--- src/rtl/scrc_pkg.sv ---
package scrc_pkg;
  localparam int unsigned WIDE_W   = 32;
  localparam int unsigned NARROW_W = 16;
  localparam int unsigned CNT_W    = $clog2(WIDE_W + 1);
  localparam logic [WIDE_W-1:0]   POLY_WIDE   = 32'h04C1_1DB7;
  localparam logic [NARROW_W-1:0] POLY_NARROW = 16'h1021;
  localparam logic [WIDE_W-1:0]   RES_WIDE    = 32'hC704_DD7B;
  localparam logic [NARROW_W-1:0] RES_NARROW  = 16'h1D0F;
endpackage

--- src/rtl/scrc_rst_sync.sv ---
module scrc_rst_sync #(
  parameter int unsigned STAGES = 2
) (
  input  logic clk,
  input  logic rst_n,
  output logic rst_sync_n
);
  logic [STAGES-1:0] sh_q;

  always_ff @(posedge clk or negedge rst_n) begin
    if (!rst_n) sh_q <= '0;
    else        sh_q <= {sh_q[STAGES-2:0], 1'b1};
  end

  assign rst_sync_n = sh_q[STAGES-1];
endmodule

--- src/rtl/scrc_step.sv ---
module scrc_step #(
  parameter int unsigned W = 32,
  parameter logic [W-1:0] POLY = '1
) (
  input  logic [W-1:0] cur,
  input  logic         din,
  output logic [W-1:0] nxt
);
  logic fb;

  always_comb begin
    fb  = cur[W-1] ^ din;
    nxt = {cur[W-2:0], 1'b0} ^ (fb ? POLY : '0);
  end
endmodule

--- src/rtl/scrc_fcs_seq.sv ---
module scrc_fcs_seq #(
  parameter int unsigned CW = 6
) (
  input  logic          clk,
  input  logic          rst_n,
  input  logic          clr,
  input  logic          start,
  input  logic [CW-1:0] len,
  input  logic          step,
  output logic          active
);
  logic [CW-1:0] cnt_q, cnt_d;
  logic          cnt_en;

  always_comb begin
    cnt_d  = cnt_q;
    cnt_en = clr | start | step;
    if (clr)        cnt_d = '0;
    else if (start) cnt_d = len;
    else if (step && cnt_q != '0) cnt_d = cnt_q - 1'b1;
  end

  always_ff @(posedge clk or negedge rst_n) begin
    if (!rst_n)      cnt_q <= '0;
    else if (cnt_en) cnt_q <= cnt_d;
  end

  assign active = (cnt_q != '0);

  p_start_arms_r5: assert property (@(posedge clk) disable iff (!rst_n)
    (start && !clr && len != '0) |=> active);
  p_last_step_ends_r5: assert property (@(posedge clk) disable iff (!rst_n)
    (step && !start && !clr && cnt_q == CW'(1)) |=> !active);
  p_clear_r2: assert property (@(posedge clk) disable iff (!rst_n)
    clr |=> !active);
endmodule

--- src/rtl/serial_crc_unit.sv ---
module serial_crc_unit
  import scrc_pkg::*;
(
  input  logic              clk,
  input  logic              rst_n,
  input  logic              mode16,
  input  logic              no_fcs,
  input  logic              sof,
  input  logic              eof_req,
  input  logic              bit_vld,
  input  logic              bit_in,
  output logic              fcs_active,
  output logic              fcs_bit,
  output logic              good_frame,
  output logic [WIDE_W-1:0] crc_snap
);
  localparam logic [CNT_W-1:0] LEN_WIDE   = CNT_W'(WIDE_W);
  localparam logic [CNT_W-1:0] LEN_NARROW = CNT_W'(NARROW_W);

  logic                rst_s_n;
  logic [WIDE_W-1:0]   crc_q, crc_d;
  logic                crc_en;
  logic [WIDE_W-1:0]   nxt_wide;
  logic [NARROW_W-1:0] nxt_narrow;
  logic                seq_start;

  scrc_rst_sync #(.STAGES(2)) u_rst (
    .clk(clk), .rst_n(rst_n), .rst_sync_n(rst_s_n)
  );

  scrc_step #(.W(WIDE_W), .POLY(POLY_WIDE)) u_step_wide (
    .cur(crc_q), .din(bit_in), .nxt(nxt_wide)
  );

  scrc_step #(.W(NARROW_W), .POLY(POLY_NARROW)) u_step_narrow (
    .cur(crc_q[NARROW_W-1:0]), .din(bit_in), .nxt(nxt_narrow)
  );

  assign seq_start = eof_req & ~no_fcs & ~fcs_active & ~sof;

  scrc_fcs_seq #(.CW(CNT_W)) u_seq (
    .clk(clk), .rst_n(rst_s_n), .clr(sof), .start(seq_start),
    .len(mode16 ? LEN_NARROW : LEN_WIDE),
    .step(bit_vld & fcs_active), .active(fcs_active)
  );

  always_comb begin
    crc_d  = crc_q;
    crc_en = sof | bit_vld;
    if (sof) begin
      crc_d = '1;
    end else if (bit_vld && fcs_active) begin
      if (mode16) crc_d = {crc_q[WIDE_W-1:NARROW_W], crc_q[NARROW_W-2:0], 1'b0};
      else        crc_d = {crc_q[WIDE_W-2:0], 1'b0};
    end else if (bit_vld) begin
      if (mode16) crc_d = {crc_q[WIDE_W-1:NARROW_W], nxt_narrow};
      else        crc_d = nxt_wide;
    end
  end

  always_ff @(posedge clk or negedge rst_s_n) begin
    if (!rst_s_n)    crc_q <= '1;
    else if (crc_en) crc_q <= crc_d;
  end

  assign fcs_bit    = mode16 ? ~crc_q[NARROW_W-1] : ~crc_q[WIDE_W-1];
  assign good_frame = mode16 ? (crc_q[NARROW_W-1:0] == RES_NARROW)
                             : (crc_q == RES_WIDE);
  assign crc_snap   = mode16 ? {{(WIDE_W-NARROW_W){1'b0}}, crc_q[NARROW_W-1:0]}
                             : crc_q;

  p_preset_r2: assert property (@(posedge clk) disable iff (!rst_s_n)
    sof |=> (crc_q == '1));
  p_hold_r9: assert property (@(posedge clk) disable iff (!rst_s_n)
    (!bit_vld && !sof) |=> $stable(crc_q));
  p_suppress_r7: assert property (@(posedge clk) disable iff (!rst_s_n)
    (eof_req && no_fcs && !fcs_active) |=> !fcs_active);
  p_zero_after_fcs_r6: assert property (@(posedge clk) disable iff (!rst_s_n)
    ($fell(fcs_active) && !$past(sof)) |->
      (crc_q[NARROW_W-1:0] == '0) && (mode16 || crc_q[WIDE_W-1:NARROW_W] == '0));
endmodule

--- config.mk ---
export PLATFORM = sky130hd
export DESIGN_NAME = serial_crc_unit
export DESIGN_NICKNAME = d
export VERILOG_FILES = /design/src/rtl/scrc_pkg.sv /design/src/rtl/scrc_rst_sync.sv /design/src/rtl/scrc_step.sv /design/src/rtl/scrc_fcs_seq.sv /design/src/rtl/serial_crc_unit.sv
export SDC_FILE = /design/constraint.sdc
export NUM_CORES = 1
export LEC_CHECK = 0
export BUFFER_PORTS_ARGS = -buffer_cell sky130_fd_sc_hd__clkbuf_2
export CAP_MARGIN = 20
export CORE_MARGIN = 1.5
export CORE_UTILIZATION = 52
export CTS_BUF_LIST = sky130_fd_sc_hd__clkbuf_4 sky130_fd_sc_hd__clkbuf_8
export DETAILED_ROUTE_END_ITERATION = 12
export GPL_TIMING_DRIVEN = 0
export PLACE_DENSITY = 0.89
export RECOVER_POWER = 25
export SKIP_CTS_REPAIR_TIMING = 1
export SLEW_MARGIN = 30
export SYNTH_ARGS = -nofsm -noshare
export SYNTH_HDL_FRONTEND = slang
export SYNTH_SLANG_ARGS = --single-unit
--- constraint.sdc ---
create_clock -name clk -period 1.69 [get_ports clk]
set_clock_uncertainty 0.15 [all_clocks]
set_input_delay 0.169 -clock clk [delete_from_list [all_inputs] [get_ports clk]]
set_output_delay 0.169 -clock clk [all_outputs]
set_load 0.05 [all_outputs]
==> summary.txt <==
status: complete, but fails checks
violated checks: negative setup slack
Crit Path Category: register to output pin
initial DRC count: 188
gr usage total: 23.9%
Flop pwr share: 30.8%
largest net degree at the start of global routing: 26
Syn Area/Cell: 9.69 um^2
first-pass GRT wire length: 9.40 mm
design area: 3210 um^2
fin crit period: 2.55 ns
share of layout cells above drive strength 1: 53.5%
DP Area: 2810 um^2
Synth async-reset ratio: 100%
clock root buffer: clkbuf_8
Synth Area in Compound Gates: 9.93%
filler cell count in the final layout: 291
Psw: 1.92 mW
DRC Markers: 0
Slew Limit Fails: 0
Internal Power: 2.61 mW
Net Sw Frac: 42.4%
final WL: 6.44 mm
Yosys reg bits: 40
CP endpoint kind: output pin
vias per cell: 5.86
Final Util: 73.1%
Max-cap violations: 0
Die Y: 70.8 um
Fin. Hold Viols: 0
initial antenna violation count: 0
Die Area: 5020 um^2
vias in the first global route: 1,957
post-route antenna net violation count: 0
top-count cell post-synth: dfstp_2
CP required: 1.37 ns
Initial Utilization: 54.6%
port bufs: 41
fraction of the mapped netlist area in simple logic gates: 34.7%
clk sinks: 40
Yosys warnings: 0
RD Place Congestion: 0.845
Tightest Pin Transition: 0.714 ns
HP Class: input port to asynchronous set/reset pin
Final #Nets: 320
RSZ-0062 raised after global routing: yes
Site Rows: 24
final setup vio count: 22
startpoint types: register
die width: 70.8 um
CP Launch Point: crc_q[15]
TritonCTS Buffers: 5
H-tree levels: 2
Worst R2R Start: u_seq.cnt_q[1]
CTS max path bufs: 2
Post-Syn Area: 2390 um^2
io pins: 43
sequential-to-total area share from yosys stat: 43.5%
fmax: 0.392 GHz
PD cells: 1410 nW/um^2
CTS tree: yes
floorplan core area: 4380 um^2
GRT overflow: 0
Leakage Power: 1.30 nW
Post-synth top cells: 32 x dfstp_2, 27 x nand2_1, 26 x nor2b_1
combinational share of power: 53.5%
CP arrival: 2.23 ns
number of enable flip-flop cells after synthesis: 0
P&R area growth vs syn: 33.9%
largest family of logic cells by synthesized area: simple AND/OR/NAND/NOR gates
drt pass-1 iters: 4
clk_lat worst skew: 0.31 ns
top post-synthesis cells by area: dfstp_2 35%, dfrtp_1 8.4%, nor2b_1 6.8%, buf_4 5.3%, nand2_1 4.2%
CTS clock-pin slew for the worst setup and hold paths: 0.08 ns
HPWL after DPL: 4.10 mm
share of the synthesized area in the top cell type: 35.1%
Max-slew headroom: 52.3%
mux contribution to synthesized area: 0.836%
Clock power frac: 15.8%
min setup slack post-route: -0.860 ns
peak supply drop: 795 uV
Syn Nets: 256
per-cell routed wire length: 17.7 um
Adder-Cell Fraction of Synth Area: 0.523%
largest area contributor in the netlist: dfstp_2
Main synth FF type: dfstp_2
maximum fanout along the worst path: 7
fin crit share: 151%
ANT cells: 0
Post-Place Setup Slack: -0.768 ns
vias: 2,133
xor-xnor portion of the synthesized cell area: 1.78%
Post-Syn Instances: 247
synth unique cells: 45
critical path: stages, from the launching register on:
cell,delay (ns)
dfstp_2,0.61
nor4b_4,0.25
nand4_1,0.15
or4_4,0.47
a211oi_4,0.24
buf_6,0.19
sequential cells by signal (all words and copies together), names as in the netlist:
signal	flops
crc_q	32
u_seq.cnt_q	6
u_rst.sh_q	2
per-layer routing:
metal	routed length, um	global-route usage [%]
met5	0	0
met4	141	11.1
met3	246	4.56
met2	3260	37.7
met1	2790	32.1
logic make-up after synthesis:
logic type               Yosys count
AO/OA/AOI/OAI                     29
XOR/XNOR                           4
adder cells (fa/ha/maj)            1
buffers and inverters             35
flip-flops                        40
multiplexers                       2
other                              1
AND/OR/NAND/NOR                  135
path summary, 6_finish.rpt:
kind	end	slack (ns)	depth (start not counted)
hold / removal	u_rst.sh_q[1]	0.02	2
min in group clk	u_seq.cnt_q[3]	0.18	4
setup / recovery	good_frame	-0.86	5
max in group asynchronous	crc_q[12]	0.32	1
hold reg to reg	u_seq.cnt_q[5]	0.08	0
setup reg to reg	u_seq.cnt_q[4]	-0.44	7
placed cells by master (no fill, tap or decap), types with 8 or more instances in the layout:
| master | instances |
|---|---|
| buf_4 | 24 |
| buf_6 | 9 |
| clkbuf_1 | 9 |
| clkbuf_2 | 38 |
| dfrtp_1 | 8 |
| dfstp_2 | 32 |
| nand2_1 | 27 |
| nand3b_1 | 12 |
| nor2_1 | 11 |
| nor2b_1 | 24 |
| nor3_2 | 13 |
power by group through the flow:
stage	Sequential [mW]	Combinational (mW)	Clock (mW)
2_1_floorplan	1.33	1.40	0
3_3_place_gp	1.39	1.65	0
3_5_place_dp	1.39	1.70	0
4_1_cts	1.37	1.72	0.709
5_1_grt	1.42	2.55	0.754
6_report	1.39	2.42	0.715
metrics by stage:
| stage | total power [mW] | TNS (ns) | hold WS [ns] | instances |
|---|---|---|---|---|
| 2_1_floorplan | 2.73 | -3.83 | -0.277 | 247 |
| 3_3_place_gp | 3.04 | -7.98 | -0.195 | 340 |
| 3_5_place_dp | 3.08 | -8.92 | -0.192 | 341 |
| 4_1_cts | 3.80 | -8.54 | -0.511 | 349 |
| 5_1_grt | 4.72 | -9.33 | 0.0318 | 364 |
| 6_report | 4.53 | -7.94 | 0.0168 | 364 |
final cells by class:
type / count / area [um^2] / share of cell area (%)
clock buffers: 8 / 97.6 / 3.04
multi-input cells: 172 / 1410 / 44.0
repair buffers: 57 / 372 / 11.6
flip-flops and latches: 40 / 1040 / 32.5
well taps: 52 / 65.1 / 2.03
plain buffers: 32 / 205 / 6.40
inverters: 3 / 16.3 / 0.507
Note: power is estimated with default switching activity, not from simulation.
